### config.mk
export PLATFORM = sky130hd
export DESIGN_NAME = xaddr_xlate
export DESIGN_NICKNAME = d
export VERILOG_FILES = /design/src/rtl/xat_pkg.sv /design/src/rtl/xat_decode.sv /design/src/rtl/xat_ctrl.sv /design/src/rtl/xaddr_xlate.sv
export SDC_FILE = /design/constraint.sdc
export NUM_CORES = 1
export LEC_CHECK = 0
export CAP_MARGIN = 20
export CORE_MARGIN = 3
export CORE_UTILIZATION = 44
export CTS_CLUSTER_SIZE = 10
export DETAILED_ROUTE_END_ITERATION = 10
export GPL_TIMING_DRIVEN = 1
export PLACE_DENSITY = 0.9
export SLEW_MARGIN = 10
export SYNTH_ARGS = -nofsm -noshare
export SYNTH_HDL_FRONTEND = slang
export SYNTH_SLANG_ARGS = --single-unit
### constraint.sdc
create_clock -name clk_i -period 5.49 [get_ports clk_i]
set_clock_uncertainty 0.2 [all_clocks]
set_input_delay 1.098 -clock clk_i [delete_from_list [all_inputs] [get_ports clk_i]]
set_output_delay 1.098 -clock clk_i [all_outputs]
set_load 0.05 [all_outputs]
### src/rtl/xat_pkg.sv
package xat_pkg;
  localparam int ADDR_W = 32;

  typedef enum logic [1:0] {KIND_MEM, KIND_IO, KIND_MSR, KIND_RSVD} kind_e;
  typedef enum logic [1:0] {RG_RAM, RG_PCI, RG_IO, RG_PERIPH} region_e;
  typedef enum logic [1:0] {ST_IDLE, ST_BUS, ST_RSP} state_e;

  typedef struct packed {
    logic              local_done;
    logic              err;
    region_e           region;
    logic [ADDR_W-1:0] addr;
  } route_t;
endpackage

### src/rtl/xat_decode.sv
module xat_decode
  import xat_pkg::*;
#(
  parameter logic [31:0] RAM_TOP   = 32'h8000_0000,
  parameter logic [31:0] PCI_TOP   = 32'hC000_0000,
  parameter logic [31:0] IO_BASE   = 32'hC000_0000,
  parameter int          IO_SPAN_W = 16
) (
  input  kind_e             kind_i,
  input  logic [ADDR_W-1:0] addr_i,
  output route_t            route_o
);
  localparam logic [ADDR_W:0] IO_TOP = {1'b0, IO_BASE} + ({{ADDR_W{1'b0}}, 1'b1} << IO_SPAN_W);

  logic [ADDR_W-1:0] port_ext;
  assign port_ext = {{(ADDR_W-IO_SPAN_W){1'b0}}, addr_i[IO_SPAN_W-1:0]};

  always_comb begin
    route_o = '0;
    route_o.addr = addr_i;
    unique case (kind_i)
      KIND_MEM: begin
        if (addr_i < RAM_TOP)             route_o.region = RG_RAM;
        else if (addr_i < PCI_TOP)        route_o.region = RG_PCI;
        else if (addr_i >= IO_BASE && {1'b0, addr_i} < IO_TOP)
                                          route_o.err = 1'b1;  // no memory alias onto ports
        else                              route_o.region = RG_PERIPH;
      end
      KIND_IO: begin
        route_o.region = RG_IO;
        route_o.addr   = IO_BASE + port_ext;
        route_o.err    = |addr_i[ADDR_W-1:IO_SPAN_W];
      end
      KIND_MSR: route_o.local_done = 1'b1;
      default:  route_o.err = 1'b1;
    endcase
  end
endmodule

### src/rtl/xat_ctrl.sv
module xat_ctrl
  import xat_pkg::*;
#(
  parameter int                DATA_W    = 32,
  parameter logic [DATA_W-1:0] MSR_RDATA = '0
) (
  input  logic              clk_i,
  input  logic              rst_ni,
  input  logic              req_fire_i,
  input  logic              req_write_i,
  input  logic [DATA_W-1:0] req_wdata_i,
  input  route_t            route_i,
  output logic              idle_o,
  output logic              rsp_valid_o,
  output logic [DATA_W-1:0] rsp_rdata_o,
  output logic              rsp_err_o,
  output logic              bus_valid_o,
  input  logic              bus_ready_i,
  output logic [ADDR_W-1:0] bus_addr_o,
  output region_e           bus_region_o,
  output logic              bus_write_o,
  output logic [DATA_W-1:0] bus_wdata_o,
  input  logic [DATA_W-1:0] bus_rdata_i
);
  state_e            st_q;
  logic [ADDR_W-1:0] addr_q;
  region_e           region_q;
  logic              write_q;
  logic [DATA_W-1:0] wdata_q;
  logic [DATA_W-1:0] rdata_q;
  logic              err_q;

  always_ff @(posedge clk_i or negedge rst_ni) begin
    if (!rst_ni) begin
      st_q     <= ST_IDLE;
      addr_q   <= '0;
      region_q <= RG_RAM;
      write_q  <= 1'b0;
      wdata_q  <= '0;
      rdata_q  <= '0;
      err_q    <= 1'b0;
    end else begin
      unique case (st_q)
        ST_IDLE: if (req_fire_i) begin
          write_q <= req_write_i;
          if (route_i.err) begin
            err_q   <= 1'b1;
            rdata_q <= '0;
            st_q    <= ST_RSP;
          end else if (route_i.local_done) begin
            err_q   <= 1'b0;
            rdata_q <= req_write_i ? '0 : MSR_RDATA;
            st_q    <= ST_RSP;
          end else begin
            addr_q   <= route_i.addr;
            region_q <= route_i.region;
            wdata_q  <= req_wdata_i;
            st_q     <= ST_BUS;
          end
        end
        ST_BUS: if (bus_ready_i) begin
          err_q   <= 1'b0;
          rdata_q <= write_q ? '0 : bus_rdata_i;
          st_q    <= ST_RSP;
        end
        default: st_q <= ST_IDLE;
      endcase
    end
  end

  assign idle_o       = (st_q == ST_IDLE);
  assign bus_valid_o  = (st_q == ST_BUS);
  assign rsp_valid_o  = (st_q == ST_RSP);
  assign rsp_rdata_o  = rdata_q;
  assign rsp_err_o    = err_q;
  assign bus_addr_o   = addr_q;
  assign bus_region_o = region_q;
  assign bus_write_o  = write_q;
  assign bus_wdata_o  = wdata_q;
endmodule

### src/rtl/xaddr_xlate.sv
module xaddr_xlate
  import xat_pkg::*;
#(
  parameter int                DATA_W    = 32,
  parameter logic [DATA_W-1:0] MSR_RDATA = '0,
  parameter int                IO_SPAN_W = 16
) (
  input  logic              clk_i,
  input  logic              rst_ni,
  input  logic              hreq_valid_i,
  output logic              hreq_ready_o,
  input  logic [1:0]        hreq_kind_i,
  input  logic              hreq_write_i,
  input  logic [ADDR_W-1:0] hreq_addr_i,
  input  logic [DATA_W-1:0] hreq_wdata_i,
  output logic              hrsp_valid_o,
  output logic [DATA_W-1:0] hrsp_rdata_o,
  output logic              hrsp_err_o,
  output logic              bus_valid_o,
  input  logic              bus_ready_i,
  output logic [ADDR_W-1:0] bus_addr_o,
  output logic [1:0]        bus_region_o,
  output logic              bus_write_o,
  output logic [DATA_W-1:0] bus_wdata_o,
  input  logic [DATA_W-1:0] bus_rdata_i
);
  route_t  route;
  region_e region;

  xat_decode #(.IO_SPAN_W(IO_SPAN_W)) u_dec (
    .kind_i  (kind_e'(hreq_kind_i)),
    .addr_i  (hreq_addr_i),
    .route_o (route)
  );

  xat_ctrl #(.DATA_W(DATA_W), .MSR_RDATA(MSR_RDATA)) u_ctrl (
    .clk_i        (clk_i),
    .rst_ni       (rst_ni),
    .req_fire_i   (hreq_valid_i & hreq_ready_o),
    .req_write_i  (hreq_write_i),
    .req_wdata_i  (hreq_wdata_i),
    .route_i      (route),
    .idle_o       (hreq_ready_o),
    .rsp_valid_o  (hrsp_valid_o),
    .rsp_rdata_o  (hrsp_rdata_o),
    .rsp_err_o    (hrsp_err_o),
    .bus_valid_o  (bus_valid_o),
    .bus_ready_i  (bus_ready_i),
    .bus_addr_o   (bus_addr_o),
    .bus_region_o (region),
    .bus_write_o  (bus_write_o),
    .bus_wdata_o  (bus_wdata_o),
    .bus_rdata_i  (bus_rdata_i)
  );

  assign bus_region_o = region;
endmodule

### After elaboration in Yosys (flattened, before gate mapping)

Index checks and enable logic that the tools add are counted.

* output and inout port bits: 103
* register bits after elaboration: 102
* bits of input ports: 103

* add/sub/neg operators: 1
* order comparisons: 4
* equality and inequality tests: 7
* mux-type cells: 26
* reductions and logical operators: 9
* bitwise gates (word level): 3

Operators with widths (count)
* 32-bit 2-to-1 mux: 6
* 32-bit < comparator, second input constant: 3
* 32-bit case mux with 2 select lines: 1
* 31-bit by 17-bit adder with 32-bit output, first input constant: 1
* 32-bit greater-or-equal comparator, second input constant: 1
* 16-bit OR reduction: 1
* 2-bit 2-to-1 mux: 7
* 1-bit 2-to-1 mux: 8
* 2-bit case mux with 2 select lines: 2
* 4-bit AND reduction: 2
* 2-bit by 1-bit equality test with 1-bit output, second input constant: 2
* 2-bit equality test, second input constant: 2
* 2-bit zero test: 2
* 2-bit by 1-bit != test with 1-bit output, second input constant: 2
* 2-bit AND reduction: 2
* 3-bit by 1-bit != test with 1-bit output, second input constant: 1
* 1-bit case mux with 3 select lines: 1
* 1-bit inverter: 2
* 1-bit case mux with 2 select lines: 1
* 2-bit nonzero test: 1
* 1-bit bitwise AND: 1
* 1-bit logical AND: 1

### Depth between registers and ports, before layout

Gate-level depths: netlist of the first run.

* depth after elaboration: 9
* gate-level depth with buffers: 7

### Hierarchy

A second synthesis of the first run with hierarchy kept.

* cell total of the unflattened synthesis: 285
* area, all modules: 4341.7 µm²

Modules (own cells, without submodules)
* xat_ctrl: area each 3947.5 µm², instances 1, sequential area each 2552.4 µm², cells each 233
* xat_decode: area each 387.9 µm², instances 1, sequential area each 0.0 µm², cells each 51
* xaddr_xlate: area each 6.3 µm², instances 1, sequential area each 0.0 µm², cells each 1

### Least setup slack after synthesis of the first run

No wires, ideal clock.

* path kind: input-to-reg
* start point: in hreq_addr_i[21]
* end point: reg u_ctrl.addr_q[10], in the netlist u_ctrl.bus_addr_o[10]
* required time: 5165 ps
* buffers on the path: 2
* arrival time: 2588 ps
* cell stages on the path: 6
* library setup time: 125 ps
* slack: 2577 ps
* cells stage by stage: nor4_2 -> nand4_1 -> o211ai_2 -> buf_6 -> buf_6 -> mux2_4

* longest elaborated chain between the ends: 8

Ends and longest elaborated chain
* start, declared: RTL line xaddr_xlate.sv:14 `input logic [ADDR_W-1:0] hreq_addr_i,`
* 32-bit greater-or-equal comparator / 32-bit < comparator (equally long branches): RTL line xat_decode.sv:25 `else if (addr_i >= IO_BASE && {1'b0, addr_i} < IO_TOP)`
* 1-bit logical AND: RTL line xat_decode.sv:25
* 1-bit 2-to-1 mux: RTL line xat_decode.sv:25
* 1-bit 2-to-1 mux: RTL line xat_decode.sv:24 `else if (addr_i < PCI_TOP) route_o.region = RG_PCI;`
* 1-bit 2-to-1 mux: RTL line xat_decode.sv:23 `if (addr_i < RAM_TOP) route_o.region = RG_RAM;`
* 1-bit case mux with 3 select lines *: RTL line xat_decode.sv:21 `unique case (kind_i)`
* 1-bit inverter (no source line) *
* 4-bit AND reduction (no source line) *
* end signal, assigned: RTL line xat_ctrl.sv:55 `addr_q <= route_i.addr;`
* end, declared: RTL line xat_ctrl.sv:26 `logic [ADDR_W-1:0] addr_q;`

Every way passes the cells marked *; elsewhere a longest branch is shown, timed or not.
A chain may end at the register's enable or synchronous reset.

### Final worst setup path of the first run

* start point: in hreq_addr_i[18]
* end point: reg u_ctrl.addr_q[3], in the netlist u_ctrl.bus_addr_o[3]

Same word-level chain as after synthesis.

==> metrics.txt, run 1 <==
status completed; initial antenna violation count 0; layout cells sized above 1 between 10% and 20%; # nets final around 640; multi-input logic area 1640 sq um; reg-to-reg slack, setup ~3 ns; initial core utilization 46.1%; Final Hold Viols 0; DRC 0; critical-path maximum fanout 35; Starting DRT DRC Count 229; number of buffers and inverters on the critical path 2; Synth Cell Area 4320 sq um; Pleak between 2 and 3 nW; CP top delay family buffers and inverters; post-cts sizing count 0; Post-Synthesis Cells 339; Critical Path, Cell by Cell clkdlybuf4s50_1 -> nor4_2 -> nand4_1 -> o211ai_4 -> buf_4 -> mux2_2; Worst path slowest cell buf_4; final setup violating endpoints 0; Post-synth top cells dfrtp_1 (102), nand2_1 (38), a22oi_1 (32); GP Congestion approximately 0.84; Placed Cells approximately 660; PwrDens between 400 and 500 nW/um^2; syn_nets roughly 440; asr flop ratio synth 100%; Yosys cell types 37; hold buffer count at cts 0; max frequency approximately 270 MHz; Crit path arrival time 3.75 ns; diode count 0; period utilization 67.5%; Synth Register Bits about 100; first-pass GRT wire length 19,700 um; CTS Buffer Depth 2; synthesis-to-finish area growth 54.7%; fillers ~660; Post-synth EDFFs 0; Clock Power Share roughly 16%; Tmin final 3.70 ns; Final Cell Area between 6000 and 7000 sq um; slew margin rel. approximately half; class of the worst hold path reg2reg; worst vdd ir between 200 and 300 uV; final worst slack 1.79 ns; Seq/Total Area, Yosys approximately 60%; via count 3,595; post-DR vias/cell around 5.3; H-tree depth 3; Core Area approximately 9400 sq um; pre-CTS WS 1.28 ns; CP Class in2reg; cts bufs inserted 9; Ys Warns 0; Net Sw Frac around 43%; sw power ~0.0012 W; Post-Layout Cell Count between 600 and 700; chip height about 110 um; die area about 11,000 sq um; DP Wirelength 8970 um; largest net degree at the start of global routing 60; total global-route track usage approximately 22%; DR WL/cell between 15 and 20 um; CTS tree done; combinational group share of total power between 40% and 50%; top post-synthesis cells by area dfrtp_1 (59%), mux2_4 (7.7%), mux2_2 (6.8%); row count 35; # clock sinks roughly 100; Clk Latency, worst-skew pair 0.35 ns; postcts setup bufs 0; Cell Area, Placed approximately 6500 sq um; Worst-path clk slew roughly 0.10 ns; number of global-route vias before repair approximately 3,700; RSZ-0062 raised after global routing false; CTS root buf clkbuf_8; remaining global-route overflow 0; Max Cap Viol 0; post-synth top area share 59.1%; P_int 0.00167 W; I/O Buffers just over 200; Pre-Repair DR Iteration Count 5; worst endpoint required time between 5 and 6 ns; I/O pin cnt around 210; CP endpoint kind register; setup_tns 0 ns; leading area contributor after synthesis dfrtp_1; Post-DRT Antenna Nets 0; Register Area roughly 2600 sq um; max incr delay on CP just under 0.5 ns; crit path launch type primary input; Die X roughly 110 um; top-count cell post-synth dfrtp_1; Total Routed Length about 12,000 um; Flop pwr share a little over a third; synthesized area per cell 12.7 sq um; Worst-Margin Slew between 0.7 and 0.8 ns; Slew Viols, Final 0; dominant synthesized flop cell dfrtp_1
state kept, by name, summed over array words and instances (netlist names):
| signal | cells |
|---|---|
| u_ctrl.bus_addr_o | 32 |
| u_ctrl.bus_wdata_o | 32 |
| u_ctrl.rsp_rdata_o | 32 |
| u_ctrl.bus_region_o | 2 |
| u_ctrl.st_q | 2 |
| u_ctrl.bus_write_o | 1 |
| u_ctrl.rsp_err_o | 1 |
area by class of cell:
type,instances,area share (%)
Inverter,6,0.337
Multi-Input combinational cell,208,24.6
Timing Repair Buffer,212,31.6
Clock inverter,6,1.03
Tap cell,129,2.42
Clock buffer,9,1.85
Sequential cell,102,38.2
path summary, 6_finish.rpt:
kind,start,to,cells past startpoint
worst max-delay path,hreq_addr_i[18],u_ctrl.bus_addr_o[3]$_DFFE_PN0P_,6
worst min-delay path,u_ctrl.bus_addr_o[22]$_DFFE_PN0P_,u_ctrl.bus_addr_o[22]$_DFFE_PN0P_,1
worst max register to register,u_ctrl.st_q[0]$_DFFE_PN0P_,u_ctrl.bus_wdata_o[20]$_DFFE_PN0P_,5
worst min register to register,u_ctrl.bus_addr_o[22]$_DFFE_PN0P_,u_ctrl.bus_addr_o[22]$_DFFE_PN0P_,1
max in group asynchronous,rst_ni,u_ctrl.st_q[0]$_DFFE_PN0P_,2
min in group asynchronous,rst_ni,u_ctrl.bus_addr_o[29]$_DFFE_PN0P_,1
metal layers:
metal / global-route usage [%] / vias to the layer above / share of wire [%] / wire (um)
li1: - / 1632 / - / -
met1: 25.9 / 1767 / 38 / 4690
met2: 40.1 / 180 / 53 / 6450
met3: 5.87 / 16 / 7.0 / 861
met4: 5.90 / 0 / 1.7 / 212
met5: 0 / - / 0 / 0
metrics by stage:
stage | total power (W) | hold WS, ns | utilization [%]
after detailed placement | 0.00245 | 0.282 | 69.1
final | 0.00290 | 0.308 | 71.3
after CTS | 0.00293 | 0.313 | 71.1
after floorplan | 0.00191 | 0.407 | -
after global placement | 0.00241 | 0.285 | 69.1
after global routing | 0.00302 | 0.325 | 71.3
placed cells by master (no fill, tap or decap), types with 4 or more instances in the layout:
cell type | synthesis | layout
mux2_2 | 26 | 26
dfrtp_1 | 102 | 102
clkdlybuf4s50_1 | 0 | 204
buf_4 | 0 | 7
clkbuf_8 | 0 | 9
o21ai_1 | 8 | 8
a22o_1 | 14 | 14
inv_1 | 6 | 6
nand2_1 | 38 | 38
or3_1 | 4 | 4
nor4_2 | 3 | 4
a22oi_1 | 32 | 32
mux2_4 | 22 | 22
o21ai_0 | 26 | 25
worst register-to-register path, cell delays in order (launching register included):
cell      delay, ns
dfrtp_1        0.46
or3b_1         0.54
a211oi_2       0.33
o211ai_4       0.17
buf_4          0.32
mux2_4         0.37
power groups by stage:
| stage | Combinational [W] | Clock, W | Sequential (W) |
|---|---|---|---|
| floorplan | 0.000245 | 0 | 0.00166 |
| global placement | 0.00138 | 0 | 0.00104 |
| detailed placement | 0.00140 | 0 | 0.00105 |
| CTS | 0.00141 | 0.000487 | 0.00104 |
| global route | 0.00144 | 0.000516 | 0.00106 |
| finish | 0.00139 | 0.000471 | 0.00104 |
kinds of logic after synthesis:
group,Yosys count,share of synthesized area (%)
mux,50,14.9
simple gates,62,7.07
buf+inv,29,3.36
compound gates,96,15.5
flops,102,59.1
No activity file was read; power rests on OpenSTA's default activity.
==> run 2: changes to the inputs <==
--- a/config.mk
+++ b/config.mk
@@ -7,11 +7,11 @@
 export LEC_CHECK = 0
 export CAP_MARGIN = 20
 export CORE_MARGIN = 3
-export CORE_UTILIZATION = 44
+export CORE_UTILIZATION = 41
 export CTS_CLUSTER_SIZE = 10
 export DETAILED_ROUTE_END_ITERATION = 10
 export GPL_TIMING_DRIVEN = 1
-export PLACE_DENSITY = 0.9
+export PLACE_DENSITY = 0.84
 export SLEW_MARGIN = 10
 export SYNTH_ARGS = -nofsm -noshare
 export SYNTH_HDL_FRONTEND = slang
==> constraint.sdc (replaced) <==
create_clock -name clk_i -period 3.6 [get_ports clk_i]
set_clock_uncertainty 0.2 [all_clocks]
set_input_delay 0.72 -clock clk_i [delete_from_list [all_inputs] [get_ports clk_i]]
set_output_delay 0.72 -clock clk_i [all_outputs]
set_load 0.05 [all_outputs]
==> run 2 against run 1 <==
Routed wire length rose by 1.6%. First-iteration DRC count rose by 12%. Clock power grew 57%. Via count is 0.33% lower. Setup slack worse by 1.0 ns. Flip-flop and latch count unchanged. Critical path depth is 3 lower. Register-to-register slack got worse by 1.8 ns. Critical path type is now reg2out. Non-clock buffer count up 2. Sequential share of layout area shrank 0.27 points. Combinational power up 53%. Largest power group unchanged. Clock-buffer cell count grew 1.
==> metrics.txt, run 2 (synthesis results as in run 1) <==
worst endpoint required time 2.68 ns (-2.85 ns); Max Cap Viol 0 (unchanged); CTS root buf clkbuf_8; Pleak 2.85 nW (+0.71%); slew margin rel. 56.0% (+4.8 points); period utilization roughly four fifths; DP Wirelength 9160 um (+2.1%); DR WL/cell 18.3 um (+0.54%); RSZ-0062 raised after global routing false; # nets final 644 (+0.31%); Crit path arrival time 1.93 ns (-1.82 ns); DRC 0 (unchanged); # clock sinks 102 (unchanged); Worst-Margin Slew 0.661 ns (-0.0724 ns); class of the worst hold path in2async; Tmin final approximately 2.8 ns; synthesis-to-finish area growth 55.8%; layout cells sized above 1 15.2% (+0.28 points); postcts setup bufs 0 (unchanged); H-tree depth 3 (unchanged); Pre-Repair DR Iteration Count 4 (-1); reg-to-reg slack, setup 1.21 ns (-1.80 ns); Clk Latency, worst-skew pair 0.35 ns (about the same); GP Congestion 0.776 (-7.7%); I/O Buffers 205 (unchanged); remaining global-route overflow 0 (unchanged); Post-DRT Antenna Nets 0 (unchanged); CP endpoint kind output port; CTS tree done; max frequency around 350 MHz; largest net degree at the start of global routing 62 (+3.3%); via count 3,583 (-0.33%); commonest non-fill, non-tap cell in the layout clkdlybuf4s50_1; first-pass GRT wire length 19,400 um (-1.5%); most frequent cells in the layout clkdlybuf4s50_1 (204), dfrtp_1 (102), nand2_1 (38), a22oi_1 (32), mux2_2 (26); worst vdd ir 526 uV (+96%); cts bufs inserted 9 (unchanged); Worst-path clk slew 0.10 ns (about the same); die area 11,800 sq um (+6.9%); CTS Buffer Depth 2 (unchanged); chip height 109 um (+3.4%); crit path launch type register; row count 36 (+2.9%); Core Area 10000 sq um (+6.7%); initial antenna violation count 0 (unchanged); I/O pin cnt 206 (unchanged); Cell Area, Placed 6520 sq um (+0.81%); number of global-route vias before repair 3,840 (+2.7%); initial core utilization 43.2% (-2.9 points); Starting DRT DRC Count 256 (+12%); diode count 0 (unchanged); Slew Viols, Final 0 (unchanged); status completed; Final Cell Area 6730 sq um (+0.71%); Final Hold Viols 0 (unchanged); Die X 109 um (+3.4%); critical-path maximum fanout 8 (-77%); post-DR vias/cell 5.28 (-1.4%); hold buffer count at cts 0 (unchanged); final setup violating endpoints 0 (unchanged); post-cts sizing count 0 (unchanged); total global-route track usage 20.9% (-1.2 points); PwrDens 662 nW/um^2 (+52%); Total Routed Length 12,400 um (+1.6%); CP Class reg2out; setup_tns 0 ns (unchanged)
-- run 2: cell type report --
cell class	count	area [sq um]
multi-input cells	208	1640
well taps	133	166
repair buffers	214	2140
inverters	6	22.5
flip-flops and latches	102	2550
clock buffers	10	128
fillers	777	3270
clock inverters	6	75.1
-- run 2: final timing paths --
| kind | from | endpoint | cells after the start |
|---|---|---|---|
| worst max-delay path | u_ctrl.st_q[1]$_DFFE_PN0P_ | bus_valid_o | 3 |
| worst min-delay path | rst_ni | u_ctrl.rsp_rdata_o[31]$_DFFE_PN0P_ | 1 |
| max in group asynchronous | rst_ni | u_ctrl.bus_wdata_o[8]$_DFFE_PN0P_ | 2 |
| worst min register to register | u_ctrl.bus_wdata_o[15]$_DFFE_PN0P_ | u_ctrl.bus_wdata_o[15]$_DFFE_PN0P_ | 1 |
| min in group clk_i | u_ctrl.bus_wdata_o[15]$_DFFE_PN0P_ | u_ctrl.bus_wdata_o[15]$_DFFE_PN0P_ | 1 |
| worst max register to register | u_ctrl.st_q[0]$_DFFE_PN0P_ | u_ctrl.bus_wdata_o[27]$_DFFE_PN0P_ | 5 |
-- run 2: power breakdown --
| part | internal [W] | switching, W | total (W) |
|---|---|---|---|
| combinational | 0.000806 | 0.00133 | 0.00213 |
| clock | 0.000333 | 0.000407 | 0.000740 |
| sequential | 0.00142 | 0.000164 | 0.00158 |
-- run 2: critical path: stages (launching register included) --
cell	delay (ns)
dfrtp_1	0.46
nand2b_1	0.23
inv_1	0.08
clkdlybuf4s50_1	0.81
-- run 2: per-stage QoR --
| step | power (W) | instances | worst slack [ns] | utilization (%) | hold WS, ns |
|---|---|---|---|---|---|
| 4_1_cts | 0.00449 | 679 | 0.736 | 67.3 | 0.156 |
| 3_5_place_dp | 0.00374 | 663 | 0.418 | 65.2 | 0.284 |
| 2_1_floorplan | 0.00291 | 339 | 1.06 | - | 0.224 |
| 5_1_grt | 0.00465 | 679 | 0.673 | 67.3 | 0.158 |
| 6_report | 0.00445 | 679 | 0.752 | 67.3 | 0.149 |
| 3_3_place_gp | 0.00370 | 663 | 0.472 | 65.2 | 0.285 |
-- run 2: per-layer routing --
metal | up-vias | part of all wire, % | GRT usage, %
met2 | 146 | 51 | 36.3
li1 | 1650 | - | -
met1 | 1769 | 39 | 25.4
met4 | 0 | 1.6 | 4.51
met5 | - | 0 | 0
met3 | 18 | 8.0 | 6.81
==> run 3: changes to the inputs <==
==> constraint.sdc (replaced) <==
create_clock -name clk_i -period 2.8 [get_ports clk_i]
set_clock_uncertainty 0.2 [all_clocks]
set_input_delay 0.56 -clock clk_i [delete_from_list [all_inputs] [get_ports clk_i]]
set_output_delay 0.56 -clock clk_i [all_outputs]
set_load 0.05 [all_outputs]
==> run 3 against run 2 <==
Power up 28%. Sequential power grew 29%. Setup slack got worse by 0.63 ns. Combinational power increased by 29%. Hold slack better by 0.16 ns. Non-clock buffer count grew 15. Core utilization rose by 1.3 points. Clock-buffer cell count did not move. Routed wire length grew 1.3%. Global-route usage up 0.11 points. Largest cell class unchanged. Largest power group unchanged. Highest routed layer unchanged.
==> metrics.txt, run 3 (synthesis results as in run 1) <==
status completed; worst setup path startpoint u_ctrl.st_q[1]$_DFFE_PN0P_; Core Area 10000 sq um (unchanged); post-DR vias/cell 5.19 (-1.6%); synthesis-to-finish area growth 58.7%; period utilization 95.5%; max frequency approximately 370 MHz; CP Class reg2out; via count 3,605 (+0.61%); Starting DRT DRC Count 162 (-37%); RR Endpoint u_ctrl.bus_wdata_o[27]$_DFFE_PN0P_; hold depth 1; Pleak 2.93 nW (+2.7%); Total Routed Length 12,600 um (+1.3%); H-tree depth 3 (unchanged); Final Hold Viols 0 (unchanged); Min Hold Slack 0.311 ns (+0.163 ns); worst vdd ir 472 uV (-10%); Die X 109 um (unchanged); reg-to-reg slack, setup 0.56 ns (-0.65 ns); most frequent cells in the layout clkdlybuf4s50_1 (204), dfrtp_1 (102), nand2_1 (38), a22oi_1 (32), mux2_2 (26); RSZ-0062 raised after global routing false; initial core utilization 43.2% (unchanged); Pre-Repair DR Iteration Count 4 (unchanged); initial antenna violation count 0 (unchanged); total global-route track usage 21.0% (+0.11 points); Tmin final about 2.7 ns; # nets final 659 (+2.3%); row count 36 (unchanged); cts bufs inserted 9 (unchanged); Crit path arrival time 1.91 ns (-0.02 ns); DRC 0 (unchanged); CTS root buf clkbuf_8; CTS Buffer Depth 2 (unchanged); PwrDens 833 nW/um^2 (+26%); CTS tree done; first-pass GRT wire length 19,300 um (-0.71%); Placed Cells 677 (+2.1%); setup_tns 0 ns (unchanged); I/O Buffers 205 (unchanged); # clock sinks 102 (unchanged); crit path launch type register; chip height 109 um (unchanged); Worst-Margin Slew 0.691 ns (+0.0308 ns); worst endpoint required time 2.04 ns (-0.64 ns); diode count 0 (unchanged); Cell Area, Placed 6650 sq um (+2.0%); Post-Layout Cell Count 694 (+2.2%); Clk Latency, worst-skew pair 0.36 ns (about the same); largest net degree at the start of global routing 79 (+27%); commonest non-fill, non-tap cell in the layout clkdlybuf4s50_1; layout cells sized above 1 17.5% (+2.3 points); Slew Viols, Final 0 (unchanged); critical-path maximum fanout 8 (unchanged); CP endpoint kind output port; remaining global-route overflow 0 (unchanged); Final Util 68.5% (+1.3 points); final setup violating endpoints 0 (unchanged); class of the worst hold path reg2reg; die area 11,800 sq um (unchanged); hold endpoint u_ctrl.bus_wdata_o[14]$_DFFE_PN0P_; slew margin rel. 53.9% (-2.1 points); DR WL/cell 18.1 um (-0.89%); postcts setup bufs 0 (unchanged); Final Cell Area 6850 sq um (+1.9%); Max Cap Viol 0 (unchanged); DP Wirelength 9190 um (+0.23%); reg-to-reg startpoint u_ctrl.st_q[0]$_DFFE_PN0P_; I/O pin cnt 206 (unchanged); Worst Hold Launch u_ctrl.bus_wdata_o[14]$_DFFE_PN0P_; GP Congestion 0.778 (+0.22%); number of global-route vias before repair 3,724 (-3.0%); Post-DRT Antenna Nets 0 (unchanged); R2R cell count 5 (unchanged); Worst-path clk slew 0.09 ns (about the same)
==> run 3: where the power goes <==
part	switching, W	internal (W)
sequential	0.000221	0.00182
clock	0.000548	0.000363
combinational	0.00170	0.00105
==> run 3: worst max path at each step <==
stage / end / slack [ns] / depth (start not counted)
3_5_place_dp: u_ctrl.bus_wdata_o[27]$_DFFE_PN0P_ / -0.09 / 6
4_1_cts: bus_valid_o / 0.09 / 3
5_1_grt: bus_valid_o / 0.04 / 3
3_3_place_gp: u_ctrl.bus_addr_o[1]$_DFFE_PN0P_ / -0.05 / 6
2_1_floorplan: u_ctrl.bus_addr_o[10]$_DFFE_PN0P_ / 0.42 / 6
6_report: bus_valid_o / 0.13 / 3
==> run 3: critical path, cell delays in order (launching register included) <==
cell             delay, ns
dfrtp_1               0.46
nand2b_1              0.22
inv_1                 0.08
clkdlybuf4s50_1       0.81
==> run 3: repair_timing <==
action	4_1_cts	5_1_grt
hold endpoints to repair	24	0
gates resized for setup	0	0
hold buffers	1	0
==> run 3: cell type report <==
type | count | area [sq um]
clock buffer | 10 | 138
clock inverter | 6 | 50.0
fill | 785 | 3150
inverter | 6 | 22.5
multi-input combinational | 208 | 1640
sequential | 102 | 2550
tap | 133 | 166
timing repair buffer | 229 | 2280
==> run 3: per-layer routing <==
metal / vias to the layer above / track usage (%) / wire (um)
met3: 13 / 4.72 / 842
met4: 0 / 5.68 / 174
met5: - / 0 / 0
met2: 137 / 36.8 / 6520
met1: 1788 / 26.2 / 5040
li1: 1667 / - / -
==> run 3: per-stage QoR <==
step                worst slack, ns  total power [W]
finish                        0.126          0.00571
global route                 0.0372          0.00592
CTS                          0.0886          0.00575
detailed placement          -0.0948          0.00483
global placement            -0.0493          0.00477
floorplan                     0.425          0.00374
